## config.mk

```make
export PLATFORM = sky130hd
export DESIGN_NAME = hba_irq_status
export DESIGN_NICKNAME = d
export VERILOG_FILES = /design/src/rtl/hba_irq_pkg.sv /design/src/rtl/hba_irq_defer.sv /design/src/rtl/hba_irq_core.sv /design/src/rtl/hba_irq_rdmux.sv /design/src/rtl/hba_irq_status.sv
export SDC_FILE = /design/constraint.sdc
export NUM_CORES = 1
export LEC_CHECK = 0
export BUFFER_PORTS_ARGS = -buffer_cell sky130_fd_sc_hd__buf_2
export CORE_AREA = 2 2 90 92
export DETAILED_ROUTE_END_ITERATION = 16
export DIE_AREA = 0 0 92 94
export GPL_ROUTABILITY_DRIVEN = 0
export SETUP_SLACK_MARGIN = 0.15
export SLEW_MARGIN = 5
export SYNTH_ARGS = -nofsm -noshare
export SYNTH_HDL_FRONTEND = slang
export SYNTH_SLANG_ARGS = --single-unit
```

## constraint.sdc

```tcl
create_clock -name clk -period 2.45 [get_ports clk]
set_clock_uncertainty 0.2 [all_clocks]
set_input_delay 0.3675 -clock clk [delete_from_list [all_inputs] [get_ports clk]]
set_output_delay 0.3675 -clock clk [all_outputs]
set_load 0.1 [all_outputs]
```

## src/rtl/hba_irq_pkg.sv

```systemverilog
package hba_irq_pkg;

    localparam int unsigned ST_INT_BIT = 7;
    localparam int unsigned ST_TC_BIT  = 4;

    localparam logic [7:0] CAUSE_BUSRST = 8'h80;
    localparam logic [7:0] CAUSE_DISC   = 8'h20;
    localparam logic [7:0] CAUSE_BSVC   = 8'h10;
    localparam logic [7:0] CAUSE_FDONE  = 8'h08;

    localparam logic [2:0] PHASE_STATUS = 3'b011;
    localparam logic [2:0] STEP_DONE    = 3'd4;

    localparam int unsigned FLAG_W = 5;

    typedef enum logic [2:0] {
        RA_CAUSE  = 3'd0,
        RA_STATUS = 3'd1,
        RA_STEP   = 3'd2,
        RA_FLAGS  = 3'd3,
        RA_COUNT0 = 3'd4
    } reg_addr_e;

    typedef struct packed {
        logic [7:0]        cause;
        logic [7:0]        status;
        logic [2:0]        step;
        logic [FLAG_W-1:0] flags;
        logic [7:0]        cbyte;
    } regs_t;

    function automatic logic [7:0] f_raise(input logic [7:0] st);
        return st | (8'h01 << ST_INT_BIT);
    endfunction

    function automatic logic [7:0] f_lower(input logic [7:0] st);
        return st & ~(8'h01 << ST_INT_BIT);
    endfunction

endpackage

```

## src/rtl/hba_irq_defer.sv

```systemverilog
module hba_irq_defer (
    input  logic       clk,
    input  logic       rst,
    input  logic       hold_load,
    input  logic [7:0] hold_status,
    input  logic       hold_drop,
    output logic       pend_q,
    output logic [7:0] pend_status_q
);
    always_ff @(posedge clk) begin
        if (rst) begin
            pend_q        <= 1'b0;
            pend_status_q <= 8'h00;
        end else if (hold_load) begin
            pend_q        <= 1'b1;
            pend_status_q <= hold_status;
        end else if (hold_drop) begin
            pend_q        <= 1'b0;
        end
    end

    p_load_sets_r4: assert property (@(posedge clk) disable iff (rst)
        hold_load |=> pend_q);
    p_drop_clears_r5: assert property (@(posedge clk) disable iff (rst)
        (hold_drop && !hold_load) |=> !pend_q);
endmodule

```

## src/rtl/hba_irq_core.sv

```systemverilog
module hba_irq_core
    import hba_irq_pkg::*;
#(
    parameter int unsigned CNT_BYTES = 3,
    localparam int unsigned CNT_W    = 8 * CNT_BYTES
) (
    input  logic              clk,
    input  logic              rst,
    input  logic              ack,
    input  logic              post_valid,
    input  logic [7:0]        post_cause,
    input  logic [2:0]        post_seq,
    input  logic [FLAG_W-1:0] post_flags,
    input  logic              post_raise,
    input  logic              phase_valid,
    input  logic [2:0]        phase_val,
    input  logic              cnt_load,
    input  logic [CNT_W-1:0]  cnt_val,
    input  logic              dma_done,
    input  logic              cmpl_valid,
    input  logic [7:0]        cmpl_status,
    input  logic              pend_q,
    input  logic [7:0]        pend_status_q,
    output logic              hold_load,
    output logic [7:0]        hold_status,
    output logic              hold_drop,
    output regs_t             regs_q,
    output logic [CNT_W-1:0]  cnt_q,
    output logic              irq_q
);
    regs_t            r_n;
    logic [CNT_W-1:0] c_n;

    always_comb begin
        r_n         = regs_q;
        c_n         = cnt_q;
        hold_load   = 1'b0;
        hold_status = cmpl_status;
        hold_drop   = 1'b0;

        if (ack) begin
            r_n.cause             = 8'h00;
            r_n.status[ST_TC_BIT] = 1'b0;
            r_n.step              = STEP_DONE;
            r_n.status            = f_lower(r_n.status);
            if (pend_q) begin
                hold_drop             = 1'b1;
                r_n.status            = {5'b0, PHASE_STATUS};
                r_n.cbyte             = pend_status_q;
                r_n.status[ST_TC_BIT] = 1'b1;
                r_n.cause             = CAUSE_BSVC;
                r_n.step              = 3'd0;
                r_n.flags             = '0;
                c_n                   = '0;
                r_n.status            = f_raise(r_n.status);
            end
        end

        if (phase_valid) begin
            r_n.status[2:0] = phase_val;
        end

        if (cnt_load) begin
            c_n                   = cnt_val;
            r_n.status[ST_TC_BIT] = 1'b0;
        end

        if (post_valid) begin
            r_n.cause = post_cause;
            r_n.step  = post_seq;
            r_n.flags = post_flags;
            if (post_raise) begin
                r_n.status = f_raise(r_n.status);
            end
        end

        if (dma_done) begin
            r_n.status[ST_TC_BIT] = 1'b1;
            r_n.cause             = CAUSE_BSVC;
            r_n.step              = 3'd0;
            r_n.flags             = '0;
            c_n                   = '0;
            r_n.status            = f_raise(r_n.status);
        end

        if (cmpl_valid) begin
            if (r_n.status[ST_INT_BIT]) begin
                hold_load = 1'b1;
            end else begin
                r_n.status            = {5'b0, PHASE_STATUS};
                r_n.cbyte             = cmpl_status;
                r_n.status[ST_TC_BIT] = 1'b1;
                r_n.cause             = CAUSE_BSVC;
                r_n.step              = 3'd0;
                r_n.flags             = '0;
                c_n                   = '0;
                r_n.status            = f_raise(r_n.status);
            end
        end
    end

    always_ff @(posedge clk) begin
        if (rst) begin
            regs_q <= '0;
            cnt_q  <= '0;
            irq_q  <= 1'b0;
        end else begin
            regs_q <= r_n;
            cnt_q  <= c_n;
            irq_q  <= r_n.status[ST_INT_BIT];
        end
    end

    // a plain acknowledge drops the line and clears the cause
    p_ack_lowers_r3: assert property (@(posedge clk) disable iff (rst)
        (ack && !pend_q && !post_valid && !dma_done && !cmpl_valid)
        |=> (!irq_q && regs_q.cause == 8'h00 && regs_q.step == STEP_DONE));

    // a completion against a pending interrupt leaves status untouched
    p_defer_keeps_r4: assert property (@(posedge clk) disable iff (rst)
        (cmpl_valid && irq_q && !ack && !post_valid && !dma_done
         && !phase_valid && !cnt_load)
        |=> $stable(regs_q) && $stable(cnt_q));

    // releasing a held completion raises the line again
    p_release_raises_r5: assert property (@(posedge clk) disable iff (rst)
        (ack && pend_q) |=> irq_q);

    // the line only rises after an event that may raise it
    p_rise_cause_r2: assert property (@(posedge clk) disable iff (rst)
        $rose(irq_q) |-> $past(post_raise || dma_done || cmpl_valid || (ack && pend_q)));

    // a lone count load leaves terminal count clear
    p_load_clears_tc_r9: assert property (@(posedge clk) disable iff (rst)
        (cnt_load && !dma_done && !cmpl_valid && !(ack && pend_q))
        |=> !regs_q.status[ST_TC_BIT]);
endmodule

```

## src/rtl/hba_irq_rdmux.sv

```systemverilog
module hba_irq_rdmux
    import hba_irq_pkg::*;
#(
    parameter int unsigned CNT_BYTES = 3,
    localparam int unsigned CNT_W    = 8 * CNT_BYTES,
    localparam int unsigned ADDR_W   = $clog2(CNT_BYTES + 5)
) (
    input  logic [ADDR_W-1:0] rd_addr,
    input  regs_t             regs_q,
    input  logic [CNT_W-1:0]  cnt_q,
    output logic [7:0]        rd_data
);
    localparam int unsigned CB_ADDR = 4 + CNT_BYTES;

    logic [7:0] cnt_sel;

    always_comb begin
        cnt_sel = 8'h00;
        for (int i = 0; i < CNT_BYTES; i++) begin
            if (rd_addr == ADDR_W'(int'(RA_COUNT0) + i)) begin
                cnt_sel = cnt_q[8*i +: 8];
            end
        end
    end

    always_comb begin
        unique case (rd_addr)
            ADDR_W'(RA_CAUSE):  rd_data = regs_q.cause;
            ADDR_W'(RA_STATUS): rd_data = regs_q.status;
            ADDR_W'(RA_STEP):   rd_data = {5'b0, regs_q.step};
            ADDR_W'(RA_FLAGS):  rd_data = {{(8 - FLAG_W){1'b0}}, regs_q.flags};
            ADDR_W'(CB_ADDR):   rd_data = regs_q.cbyte;
            default:            rd_data = cnt_sel;
        endcase
    end
endmodule

```

## src/rtl/hba_irq_status.sv

```systemverilog
module hba_irq_status
    import hba_irq_pkg::*;
#(
    parameter int unsigned CNT_BYTES = 3,
    localparam int unsigned CNT_W    = 8 * CNT_BYTES,
    localparam int unsigned ADDR_W   = $clog2(CNT_BYTES + 5)
) (
    input  logic              clk,
    input  logic              rst,
    input  logic              rd_en,
    input  logic [ADDR_W-1:0] rd_addr,
    output logic [7:0]        rd_data,
    input  logic              post_valid,
    input  logic [7:0]        post_cause,
    input  logic [2:0]        post_seq,
    input  logic [4:0]        post_flags,
    input  logic              post_raise,
    input  logic              phase_valid,
    input  logic [2:0]        phase_val,
    input  logic              cnt_load,
    input  logic [CNT_W-1:0]  cnt_val,
    input  logic              dma_done,
    input  logic              cmpl_valid,
    input  logic [7:0]        cmpl_status,
    output logic              irq
);
    logic             ack;
    logic             pend_q;
    logic [7:0]       pend_status_q;
    logic             hold_load;
    logic [7:0]       hold_status;
    logic             hold_drop;
    regs_t            regs_q;
    logic [CNT_W-1:0] cnt_q;

    assign ack = rd_en && (rd_addr == ADDR_W'(RA_CAUSE));

    hba_irq_core #(.CNT_BYTES(CNT_BYTES)) core_i (
        .clk(clk), .rst(rst), .ack(ack),
        .post_valid(post_valid), .post_cause(post_cause), .post_seq(post_seq),
        .post_flags(post_flags), .post_raise(post_raise),
        .phase_valid(phase_valid), .phase_val(phase_val),
        .cnt_load(cnt_load), .cnt_val(cnt_val), .dma_done(dma_done),
        .cmpl_valid(cmpl_valid), .cmpl_status(cmpl_status),
        .pend_q(pend_q), .pend_status_q(pend_status_q),
        .hold_load(hold_load), .hold_status(hold_status), .hold_drop(hold_drop),
        .regs_q(regs_q), .cnt_q(cnt_q), .irq_q(irq)
    );

    hba_irq_defer defer_i (
        .clk(clk), .rst(rst),
        .hold_load(hold_load), .hold_status(hold_status), .hold_drop(hold_drop),
        .pend_q(pend_q), .pend_status_q(pend_status_q)
    );

    hba_irq_rdmux #(.CNT_BYTES(CNT_BYTES)) rdmux_i (
        .rd_addr(rd_addr), .regs_q(regs_q), .cnt_q(cnt_q), .rd_data(rd_data)
    );

    // a non-acknowledging read with no events changes no register
    p_read_no_effect_r11: assert property (@(posedge clk) disable iff (rst)
        (rd_en && rd_addr != ADDR_W'(RA_CAUSE) && !post_valid && !phase_valid
         && !cnt_load && !dma_done && !cmpl_valid)
        |=> $stable(regs_q) && $stable(irq));

    // line follows the interrupt status bit
    p_line_matches_r2: assert property (@(posedge clk) disable iff (rst)
        1'b1 |=> (irq == rd_status_bit()));

    function automatic logic rd_status_bit();
        return regs_q.status[ST_INT_BIT];
    endfunction
endmodule

```

; Yosys cells after proc, flatten, opt, wreduce, memory -nomap -nowiden
; Cells that the tools add are included.
; Widths: inputs -> output; s select.
[totals]
ff_bits = 66
input_bits = 63
out_inout_bits = 9
elab_cells = 44
[classes]
eq_ne = 7
n_mux = 25
reduce_logical = 3
[ops]
columns = op, n
row1 = $mux 24, 8
row2 = $mux 32, 3
row3 = $pmux 8 s5, 1
row4 = $mux 8, 4
row5 = $mux 29, 1
row6 = $eq 3x3->1 const B, 4
row7 = $mux 1, 7
row8 = $eq 3x2->1 const B, 2
row9 = $eq 3x1->1 const B, 1
row10 = $logic_not 3->1, 1
row11 = $mux 3, 1
row12 = $reduce_bool 2->1, 1
row13 = $logic_and 1x1->1, 1

; Longest topological paths before layout
[depth]
word_depth = 10
depth_mapped = 6
depth_no_buf = 4

; Cells and area by module
; Synthesis repeated with hierarchy kept, for this count alone.
[unflattened]
cells_unflattened = 356
hier_area_um2 = 3146.8
[modules_own_cells]
columns = module, n_inst, cells_each, area_each_um2, seq_area_each_um2
row1 = hba_irq_core, 1, 266, 2306.0, 1121.1
row2 = hba_irq_rdmux, 1, 59, 504.2, 0.0
row3 = hba_irq_defer, 1, 30, 321.6, 180.2
row4 = hba_irq_status, 1, 1, 15.0, 0.0

; Worst setup path after synthesis
; Ideal clock, no wire load.
[synth_path]
path_kind = register to output
start = register core_i.regs_q[23] (netlist name)
end = output port rd_data[7]
arrival_ns = 3.275
required_time_ns = 1.882
setup_slack_ns = -1.392
stages_incl_launch_ff = 3
path_buffers = 0
path_cell_list = dfxtp_1 mux2i_1 o21ai_0
[synth_via]
elab_chain_cells = 1
[synth_rtl]
columns = item, line
row1 = $pmux 8 s5, hba_irq_rdmux.sv:27  ; unique case (rd_addr)
row2 = "end, declared", hba_irq_status.sv:12  ; output logic [7:0] rd_data,
; No other way between the ends.

; Final worst setup path
[layout_path]
start = register core_i.regs_q[4] (netlist name)
end = output port rd_data[4]
[layout_via]
elab_chain_cells = 1
[layout_rtl]
columns = item, line
row1 = $pmux 8 s5, hba_irq_rdmux.sv:27
; No other way between the ends.

==> run summary <==
Status - finished, final reports clean
Initial DRC Count - 107
Worst Hold Slack - 0.0466 ns
Met2 wire len - 3.97 mm
First-pass GRT wire length - 13.2 mm
Longest Clk Path Bufs - 2
DP HPWL - 5.78 mm
Crit path time final - 2.23 ns
Crit start category - register
Metal3 WL - 275 um
CTS tree - done
Root Driver - clkbuf_8
Critical path fanouts, max - 2
Post-synth cell types - 39
Synth area leaders - dfxtp_1 42%, mux2i_1 7.7%, a21oi_1 7.0%
Aggregate routed wire length - 8.07 mm
Fin. max-slew vios - 0
Final instance area - 3960 um2
Min-Delay Path Class - in -> reg
Int Power - 1.63 mW
Sequential power share - 0.479
Die X-Extent - 92 um
CP Class - reg -> out
Avg Cell Area, Syn - 8.70 um2
Clock power share - 0.338
Remaining global-route overflow - 0
Crit-path cells - mux4_2 -> nor2_1 -> a21oi_4 -> clkbuf_4
Post-Route Setup TNS - 0 ns
Post-route ant nets - 0
CORE AREA - 7610 um2
Power per cell area - 595 nW/um2
Clock Latency Late Sink - 0.35 ns
Wl on met1 - 3.73 mm
DR top layer - met4
Via count - 2815
I/O pin cnt - 72
Post-DP Area - 3760 um2
Clock Sink Count - 65
Post-Syn Area - 3130 um2
Layout Utilization - 0.520
Die area - 8650 um2
Hold-fix buffers at CTS - 0
Fmax - 449 MHz
Post-synth ARST share - 0
Slowest CP cell - mux4_2
Final setup fails - 0
Number of max-cap violations - 0
Sw Share - 0.306
Commonest cells after routing, fill and taps aside - 65 x dfxtp_1, 65 x buf_2, 53 x nand2_1
Synth top area share - 0.415
Total GRT Usage - 0.196
# nets final - 492
Layout overhead on the synthesized area - 26.4%
Synth Warn # - 0
CTS clk-pin slew, worst paths - 0.08 ns
Syn_nets - 423
Final period util - 0.909
Layout cells sized above 1 - 0.309
H-tree levels - 3
Peak supply drop - 0.000350 V
Critical Path Max Stage Delay - 0.47 ns
Relative slew slack - 0.556
Vias in the first global route - 2628
FP Rows - 32
Pwr Total - 2.35 mW
WP buf/inv - 1
Die Span Y - 94 um
Port bufs - 71
Dominant synthesized flop cell - dfxtp_1
CP delay by family, top - multiplexers
Pre-CTS setup slack - -0.0290 ns
Synth area leader - dfxtp_1
Largest net degree at the start of global routing - 50
Mapped Cells - 360
Final Instance Count excl. Fillers - 536
Final worst slack - 0.224 ns
Num CTS Buffers - 9
Tightest Pin Transition - 0.667 ns
Logic pwr share - 0.183
Placed cell count - 520
RSZ-0062 raised after global routing - no
EDFF count, synth - 0
Register area share after synthesis - 0.415
Leakage - 1.66 nW
Post-DR wirelength/cell - 15.1 um
CP required - 1.88 ns
DR vias/cell - 5.25
Initial antenna violation count - 0
Critical Path AT - 1.66 ns
DRT Pass-1 Iters - 4
Starting Density - 0.412
P_sw - 0.721 mW
ANT cells - 0
Number of remaining DRC errors - 0
Hold Vio Cnt, Final - 0
CP Capture Type - primary output
Yosys reg bits - 65
timing repair:
| item | 4_1_cts | 5_1_grt |
|---|---|---|
| setup endpoints to repair | 8 | 5 |
| resized for setup | 4 | 6 |
| buffers inserted | 0 | 0 |
| pin swaps | 0 | 0 |
| hold endpoints to repair | 0 | 0 |
cell families after synthesis:
logic type | after synthesis | synth area share
multiplexers | 30 | 0.116
buffers and inverters | 33 | 0.0467
AND/OR/NAND/NOR | 139 | 0.234
AO/OA/AOI/OAI | 93 | 0.188
flip-flops | 65 | 0.415
synthesized netlist by cell type, types with 3 or more instances:
| cell | count |
|---|---|
| a31oi_1 | 4 |
| clkbuf_1 | 18 |
| dfxtp_1 | 65 |
| a32o_1 | 3 |
| nor2_1 | 23 |
| nand2b_1 | 8 |
| a22o_1 | 3 |
| and3_1 | 13 |
| nand2_1 | 53 |
| nor2b_1 | 3 |
| a21oi_2 | 10 |
| a21oi_1 | 44 |
| nand3b_1 | 25 |
| mux4_2 | 5 |
| a221oi_1 | 8 |
| nand3_1 | 5 |
| mux2i_1 | 24 |
| o21ai_0 | 12 |
| nor3_1 | 3 |
| inv_1 | 4 |
| buf_2 | 6 |
registers in the layout, indices dropped and copies added (netlist names):
name,count
core_i.regs_q,32
core_i.cnt_q,24
defer_i.pend_status_q,8
defer_i.pend_q,1
metal layers:
metal / vias to the layer above / track usage
met5: - / 0
met3: 7 / 0.0506
met1: 1335 / 0.252
met2: 48 / 0.327
li1: 1425 / -
met4: 0 / 0.0560
path summary, 6_finish.rpt:
check,to,slack [ns],cells past startpoint,startpoint
setup reg to reg,core_i.regs_q[5],0.77,4,core_i.regs_q[23]
hold reg to reg,defer_i.pend_status_q[3],0.26,2,defer_i.pend_status_q[3]
setup / recovery,rd_data[4],0.22,4,core_i.regs_q[4]
hold / removal,core_i.regs_q[24],0.05,3,post_cause[0]
final cells by class:
class	count	area, um2
fill	748	3650
multi-input combinational	262	1790
sequential	65	1300
timing repair buffer	86	549
tap	102	128
clock buffer	9	124
clock inverter	7	47.5
inverter	5	18.8
tightest hold or removal path, cell delays in order:
cell     delay (ns)
buf_2          0.07
a21oi_1        0.05
nor2_1         0.07
power by group through the flow:
stage	Sequential [mW]	Combinational [mW]	Clock [mW]
global route	1.13	0.466	0.865
detailed placement	1.15	0.425	0
CTS	1.13	0.428	0.807
global placement	1.15	0.420	0
floorplan	1.15	0.284	0
finish	1.13	0.430	0.795
(Power assumes the default switching activity.)
